[config.mk]
export PLATFORM = sky130hd
export DESIGN_NAME = hws_top
export DESIGN_NICKNAME = d
export VERILOG_FILES = /design/src/rtl/hws_pkg.sv /design/src/rtl/hws_sync.sv /design/src/rtl/hws_regs.sv /design/src/rtl/hws_fsm.sv /design/src/rtl/hws_top.sv
export SDC_FILE = /design/constraint.sdc
export NUM_CORES = 1
export LEC_CHECK = 0
export ABC_AREA = 0
export CORE_UTILIZATION = 50
export DETAILED_ROUTE_END_ITERATION = 16
export PLACE_DENSITY = 0.88
export SETUP_SLACK_MARGIN = 0.3
export SYNTH_ARGS = -nofsm -noshare
export SYNTH_HDL_FRONTEND = slang
export SYNTH_SLANG_ARGS = --single-unit
export TNS_END_PERCENT = 30
[constraint.sdc]
create_clock -name clk -period 4.6 [get_ports clk]
set_input_delay 0.92 -clock clk [delete_from_list [all_inputs] [get_ports clk]]
set_output_delay 0.92 -clock clk [all_outputs]
set_load 0.02 [all_outputs]
[src/rtl/hws_pkg.sv]
package hws_pkg;

    // Sequencer phases
    typedef enum logic [1:0] {
        ST_RUN   = 2'd0,
        ST_SLEEP = 2'd1,
        ST_QUAL  = 2'd2,
        ST_HOLD  = 2'd3
    } seq_state_e;

endpackage

[src/rtl/hws_sync.sv]
module hws_sync #(
    parameter int STAGES = 2
) (
    input  logic clk,
    input  logic por_n,
    input  logic din,
    output logic dout
);
    logic [STAGES-1:0] chain_d, chain_q;

    generate
        if (STAGES == 1) begin : g_single
            always_comb chain_d = din;
        end else begin : g_multi
            always_comb chain_d = {chain_q[STAGES-2:0], din};
        end
    endgenerate

    always_ff @(posedge clk or negedge por_n) begin
        if (!por_n) chain_q <= '0;
        else        chain_q <= chain_d;
    end

    assign dout = chain_q[STAGES-1];
endmodule

[src/rtl/hws_regs.sv]
module hws_regs #(
    parameter int          ADDR_W     = 6,
    parameter int          DATA_W     = 32,
    parameter int          FIELD_LSB  = 5,
    parameter int          QUAL_MSB   = 15,
    parameter int          HOLD_MSB   = 11,
    parameter logic [5:0]  ADDR_SLEEP = 6'h20,
    parameter logic [5:0]  ADDR_QUAL  = 6'h24,
    parameter logic [5:0]  ADDR_HOLD  = 6'h28
) (
    input  logic                 clk,
    input  logic                 por_n,
    input  logic                 bus_we,
    input  logic [ADDR_W-1:0]    bus_addr,
    input  logic [DATA_W-1:0]    bus_wdata,
    output logic [DATA_W-1:0]    bus_rdata,
    output logic                 sleep_req,
    output logic [QUAL_MSB:0]    qual_lim,
    output logic [HOLD_MSB:0]    hold_lim
);
    localparam int QW = QUAL_MSB - FIELD_LSB + 1;
    localparam int HW = HOLD_MSB - FIELD_LSB + 1;

    typedef struct packed {
        logic [QW-1:0] qual;
        logic [HW-1:0] hold;
    } regs_t;

    regs_t r_d, r_q;
    logic  hit_sleep, hit_qual, hit_hold;
    logic  unused_wbits;

    assign hit_sleep = (bus_addr == ADDR_SLEEP[ADDR_W-1:0]);
    assign hit_qual  = (bus_addr == ADDR_QUAL[ADDR_W-1:0]);
    assign hit_hold  = (bus_addr == ADDR_HOLD[ADDR_W-1:0]);

    always_comb begin
        r_d = r_q;
        if (bus_we && hit_qual) r_d.qual = bus_wdata[QUAL_MSB:FIELD_LSB];
        if (bus_we && hit_hold) r_d.hold = bus_wdata[HOLD_MSB:FIELD_LSB];
    end

    always_ff @(posedge clk or negedge por_n) begin
        if (!por_n) r_q <= '0;
        else        r_q <= r_d;
    end

    always_comb begin
        bus_rdata = '0;
        if (hit_qual) bus_rdata[QUAL_MSB:FIELD_LSB] = r_q.qual;
        if (hit_hold) bus_rdata[HOLD_MSB:FIELD_LSB] = r_q.hold;
    end

    assign sleep_req    = bus_we && hit_sleep && bus_wdata[0];
    assign qual_lim     = {r_q.qual, {FIELD_LSB{1'b0}}};
    assign hold_lim     = {r_q.hold, {FIELD_LSB{1'b0}}};
    assign unused_wbits = ^bus_wdata;
endmodule

[src/rtl/hws_fsm.sv]
module hws_fsm
    import hws_pkg::*;
#(
    parameter int CNT_W = 16
) (
    input  logic             clk,
    input  logic             por_n,
    input  logic             sleep_req,
    input  logic             wake_s,
    input  logic [CNT_W-1:0] qual_lim,
    input  logic [CNT_W-1:0] hold_lim,
    output logic             pwr_en,
    output logic             sys_rst_n
);
    typedef struct packed {
        seq_state_e       st;
        logic [CNT_W-1:0] cnt;
    } fsm_t;

    fsm_t       f_d, f_q;
    logic [CNT_W:0] cnt_inc;

    assign cnt_inc = {1'b0, f_q.cnt} + 1'b1;

    always_comb begin
        f_d = f_q;
        unique case (f_q.st)
            ST_RUN: begin
                if (sleep_req) begin
                    f_d.st  = ST_SLEEP;
                    f_d.cnt = '0;
                end
            end
            ST_SLEEP: begin
                if (wake_s) begin
                    if (qual_lim <= CNT_W'(1)) begin
                        f_d.st  = ST_HOLD;
                        f_d.cnt = '0;
                    end else begin
                        f_d.st  = ST_QUAL;
                        f_d.cnt = CNT_W'(1);
                    end
                end
            end
            ST_QUAL: begin
                if (!wake_s) begin
                    f_d.st  = ST_SLEEP;
                    f_d.cnt = '0;
                end else if (cnt_inc >= {1'b0, qual_lim}) begin
                    f_d.st  = ST_HOLD;
                    f_d.cnt = '0;
                end else begin
                    f_d.cnt = cnt_inc[CNT_W-1:0];
                end
            end
            ST_HOLD: begin
                if (cnt_inc >= {1'b0, hold_lim}) begin
                    f_d.st  = ST_RUN;
                    f_d.cnt = '0;
                end else begin
                    f_d.cnt = cnt_inc[CNT_W-1:0];
                end
            end
            default: f_d = '0;
        endcase
    end

    always_ff @(posedge clk or negedge por_n) begin
        if (!por_n) f_q <= '{st: ST_RUN, cnt: '0};
        else        f_q <= f_d;
    end

    assign pwr_en    = (f_q.st == ST_RUN) || (f_q.st == ST_HOLD);
    assign sys_rst_n = (f_q.st == ST_RUN);
endmodule

[src/rtl/hws_top.sv]
module hws_top #(
    parameter int          ADDR_W      = 6,
    parameter int          DATA_W      = 32,
    parameter int          FIELD_LSB   = 5,
    parameter int          QUAL_MSB    = 15,
    parameter int          HOLD_MSB    = 11,
    parameter int          SYNC_STAGES = 2,
    parameter logic [5:0]  ADDR_SLEEP  = 6'h20,
    parameter logic [5:0]  ADDR_QUAL   = 6'h24,
    parameter logic [5:0]  ADDR_HOLD   = 6'h28
) (
    input  logic              clk,
    input  logic              por_n,
    input  logic              bus_we,
    input  logic [ADDR_W-1:0] bus_addr,
    input  logic [DATA_W-1:0] bus_wdata,
    output logic [DATA_W-1:0] bus_rdata,
    input  logic              wake_pin,
    output logic              pwr_en,
    output logic              sys_rst_n
);
    localparam int CNT_W = QUAL_MSB + 1;

    logic                wake_s;
    logic                sleep_req;
    logic [QUAL_MSB:0]   qual_lim;
    logic [HOLD_MSB:0]   hold_lim;
    logic [CNT_W-1:0]    hold_ext;

    assign hold_ext = CNT_W'(hold_lim);

    hws_sync #(.STAGES(SYNC_STAGES)) u_sync (
        .clk   (clk),
        .por_n (por_n),
        .din   (wake_pin),
        .dout  (wake_s)
    );

    hws_regs #(
        .ADDR_W     (ADDR_W),
        .DATA_W     (DATA_W),
        .FIELD_LSB  (FIELD_LSB),
        .QUAL_MSB   (QUAL_MSB),
        .HOLD_MSB   (HOLD_MSB),
        .ADDR_SLEEP (ADDR_SLEEP),
        .ADDR_QUAL  (ADDR_QUAL),
        .ADDR_HOLD  (ADDR_HOLD)
    ) u_regs (
        .clk       (clk),
        .por_n     (por_n),
        .bus_we    (bus_we),
        .bus_addr  (bus_addr),
        .bus_wdata (bus_wdata),
        .bus_rdata (bus_rdata),
        .sleep_req (sleep_req),
        .qual_lim  (qual_lim),
        .hold_lim  (hold_lim)
    );

    hws_fsm #(.CNT_W(CNT_W)) u_fsm (
        .clk       (clk),
        .por_n     (por_n),
        .sleep_req (sleep_req),
        .wake_s    (wake_s),
        .qual_lim  (qual_lim),
        .hold_lim  (hold_ext),
        .pwr_en    (pwr_en),
        .sys_rst_n (sys_rst_n)
    );
endmodule

==> run summary, run 1 <==
The flow ran to the end, and the final reports show no timing, DRC or antenna violations. TritonCTS built the clock tree. The largest driver fanout on the critical path came out at 8. The initial antenna violation count is 0. The design area is approximately 0.0034 sq mm.

The path class of the tightest hold or removal check is flip-flop to flip-flop. Row generation in the floorplan step produced 27 rows. STA classifies the critical path endpoint as an output port. The total die area is a little over 0.006 sq mm. The first-pass GRT wire length came out at 10,800 microns.

The clock slew at the register clock pins of the worst setup and hold paths came out at approximately 0.070 ns. The max-slew violation total from the final report is 0. The worst vdd rail ir drop came out at a little under 0.5 mV.

The maximum clock skew at final layout came out at between 0.006 and 0.007 ns. Setup repair after global routing left no endpoint under its margin. The area of the mapped netlist came out at 0.00295 sq mm. The number of filler cells placed in the layout is between 400 and 500. The total I/O pin count is between 70 and 80. The detailed-routing iteration count for the pre-antenna-repair pass is 4.

The share of total power dissipated in sequential elements is between 30% and 40%. By startpoint and endpoint, the worst setup path is classified as primary input to output port. The number of global-route vias before repair is 2,322.

The internal power contribution came out at roughly 700 uW. Once routing completed, OpenROAD measured the worst setup slack at 0.469 ns. The combined flip-flop and latch cell area came out at ~950 sq um. The headroom to the max-slew limit came out at 41.4%. The routed wire length is between 6000 and 7000 microns.

The count of buffers inserted at the top-level ports is 34. The number of cells produced by synthesis came out at 307. The clock period could shrink to just over 4 ns. The latest clock arrival within the worst-skew pair is between 0.2 and 0.3 ns.

The synthesized area per cell is approximately 9.6 sq um. Global routing consumed, over all layers together, between 20% and 30% of the routing resources. The worst endpoint required time came out at approximately 3.7 ns. The share of post-route cells with drive strength above 1 came out at between 10% and 20%. The violation count after the first detailed-routing iteration is 100. Relative to the synthesized area, the layout overhead comes to 14.1%. The initial core utilization came out at 52.5%. For the worst setup path, the data arrival time is 3.21 ns.

Dividing total power by cell area gives a power density of approximately 340 mW/mm^2. After synthesis, the share of flip-flops with an asynchronous set or reset is 100%. In the routed layout, each cell is associated on average with a via count of between 5 and 6.

The height of the chip came out at slightly below 80 microns. The total number of H-tree levels is 2. The most common cell after layout, fill and taps aside is sky130_fd_sc_hd__dfrtp_1. The combinational power share came out at between 30% and 40%. The worst setup path is launched from a primary input.

In the final layout, the multi-input gates occupy between 0.0015 and 0.002 sq mm. The number of antenna diodes is 0. The number of placed instances, taps included is between 400 and 500. The routed layout has between 2,000 and 2,500 vias.

The final worst-path cycle share is approximately nine tenths. The transition time of the tightest slew-check pin is 0.878 ns. The residual antenna-violating net count after detailed routing came out at 0. The count of maximum capacitance violations is 0. In the synthesized netlist the dominant register cell turns out to be sky130_fd_sc_hd__dfrtp_1. The horizontal die dimension came out at around 80 microns. The sink count of the clock tree is 38. The total of endpoints with negative setup slack in the final report is 0. The number of enable-type register cells in the synthesized netlist is 0. For this run, design rule violations remaining after detail routing come to 0.

The number of register bits inferred by synthesis came out at 38. The root buffer cell chosen for the clock tree is sky130_fd_sc_hd__clkbuf_8. The aggregate negative setup slack came out at 0 ns.

The share of total power dissipated in the clock network is 23.4%. In the layout the commonest cells are 38 x sky130_fd_sc_hd__dfrtp_1, 33 x sky130_fd_sc_hd__clkdlybuf4s50_1, 29 x sky130_fd_sc_hd__nand2_1. The fmax came out at 0.242 GHz.

The total half-perimeter wirelength after legalization and detailed placement came out at between 4000 and 5000 microns. Net switching is 39.2% of the power. The maximum number of pins on one net before global-route repair came out at 39. During synthesis, Yosys emitted a total of 0 warnings. The total grt overflow is 0.

The placeable core area is 0.00561 sq mm. The fraction of the yosys area taken by sequential cells is 32.3%. The post-placement setup slack is 0.445 ns. The post-detailed-route wirelength per cell is roughly 15 microns. In this run the static leakage power is about 1.6 nW.

Leaving out filler cells and counting taps, the final layout contains 411. The netlist uses 58 different library cells. The final count of hold timing violations is 0.

The largest buffer count on any clock path is 2. The instance area at placement is 0.00325 sq mm. The final layout net count is approximately 410. The number of setup buffers added after CTS is 0. The placer congestion estimate came out at around 0.9. The overall power after layout is 1.15 mW. The number of clock buffers added by TritonCTS is 5. Summed over all nets, the switching power comes to approximately 450 uW.
==> area by class of cell <==
type | instances | share of cell area [%]
timing repair buffer | 36 | 10.4
inverter | 28 | 3.16
multi-input combinational | 229 | 52.2
sequential | 38 | 28.3
tap | 72 | 2.68
clock buffer | 8 | 3.27
==> cell usage after synthesis, drive strengths merged, types with 3 or more instances <==
library cell   n  area share [%]
and2           5             1.1
xor2           5             1.7
buf           27             6.6
inv           27             3.4
mux2          19             7.3
a21o           3            0.76
nor4           9             3.4
nand2         29             3.7
o21ai         18             4.5
nor2           8             1.0
o21a           3            0.76
nor3b          5             1.4
nand3          6             1.0
xnor2          7             2.1
nand4          8             2.8
o41ai          3             1.1
a21oi         11             1.9
clkbuf         5            0.72
a22o           7             2.1
ha            25              11
dfrtp         38              32
nand2b         4            0.85
o31ai          4             1.0
nor3           7             1.4
==> sequential cells by signal, indices dropped and copies added, names as in the netlist <==
register and count:
u_regs.qual_lim 11, u_sync.chain_q 2, u_regs.hold_lim 7, u_fsm.f_q 18
==> stage by stage <==
step	util (%)	hold slack, ns
floorplan	-	0.331
global placement	58.0	0.335
detailed placement	58.0	0.354
CTS	59.9	0.372
global route	60.0	0.381
finish	60.0	0.373
==> power groups by stage <==
| stage | Sequential (mW) | Combinational (mW) | Clock, mW |
|---|---|---|---|
| 3_3_place_gp | 0.424 | 0.430 | 0 |
| 5_1_grt | 0.430 | 0.506 | 0.287 |
| 2_1_floorplan | 0.412 | 0.348 | 0 |
| 6_report | 0.425 | 0.458 | 0.270 |
| 4_1_cts | 0.422 | 0.460 | 0.274 |
| 3_5_place_dp | 0.428 | 0.456 | 0 |
==> routing by layer <==
layer  vias to the layer above  global-route usage [%]  wire [microns]
met5                         -                       0               0
met4                         0                    9.07             165
met3                        23                    4.14             298
met2                        74                    39.4            3180
met1                      1087                    26.7            2720
li1                       1108                       -               -
==> logic make-up after synthesis <==
logic type | share of synthesized area (%)
DFF | 32.3
muxes | 7.60
other | 0.127
xor gates and xnor gates | 3.82
adders and majority gates | 10.6
and+or+nand+nor | 19.8
buffers and inverters | 10.9
AOI/OAI and AO/OA | 14.9
==> worst max-delay path, cell delays in order <==
cell                              delay, ns
sky130_fd_sc_hd__clkdlybuf4s50_1       0.40
sky130_fd_sc_hd__or4b_4                0.55
sky130_fd_sc_hd__nor3b_2               0.51
sky130_fd_sc_hd__a22o_1                0.22
sky130_fd_sc_hd__clkdlybuf4s50_1       0.61
==> worst paths after layout <==
check | startpoint | slack (ns) | depth (start not counted) | endpoint
max | bus_addr[1] | 0.47 | 5 | bus_rdata[5]
min | u_sync.chain_q[0] | 0.37 | 0 | u_sync.chain_q[1]
max reg2reg | u_fsm.f_q[0] | 0.62 | 13 | u_fsm.f_q[1]
min reg2reg | u_sync.chain_q[0] | 0.37 | 0 | u_sync.chain_q[1]
max in group asynchronous | por_n | 3.30 | 1 | u_fsm.f_q[2]
min in group asynchronous | por_n | 0.75 | 1 | u_regs.hold_lim[7]
==> what timing repair did <==
item / CTS / global route
setup endpoints to repair: 0 / 1
hold buffers: 0 / 0
gates resized for setup: 0 / 1
(Power assumes the default switching activity.)
==> run 2: changes to the inputs <==
--- a/config.mk
+++ b/config.mk
@@ -5,7 +5,7 @@
 export SDC_FILE = /design/constraint.sdc
 export NUM_CORES = 1
 export LEC_CHECK = 0
-export ABC_AREA = 0
+export ABC_CLOCK_PERIOD_IN_PS = 4600
 export CORE_UTILIZATION = 50
 export DETAILED_ROUTE_END_ITERATION = 16
 export PLACE_DENSITY = 0.88
==> results of run 2 <==
The final DEF is identical to that of run 1; final timing and power are the same.
==> run 3: changes to the inputs <==
--- a/config.mk
+++ b/config.mk
@@ -6,6 +6,7 @@
 export NUM_CORES = 1
 export LEC_CHECK = 0
 export ABC_CLOCK_PERIOD_IN_PS = 4600
+export CAP_MARGIN = 20
 export CORE_UTILIZATION = 50
 export DETAILED_ROUTE_END_ITERATION = 16
 export PLACE_DENSITY = 0.88
==> results of run 3 <==
The final DEF is identical to that of run 1; final timing and power are the same.
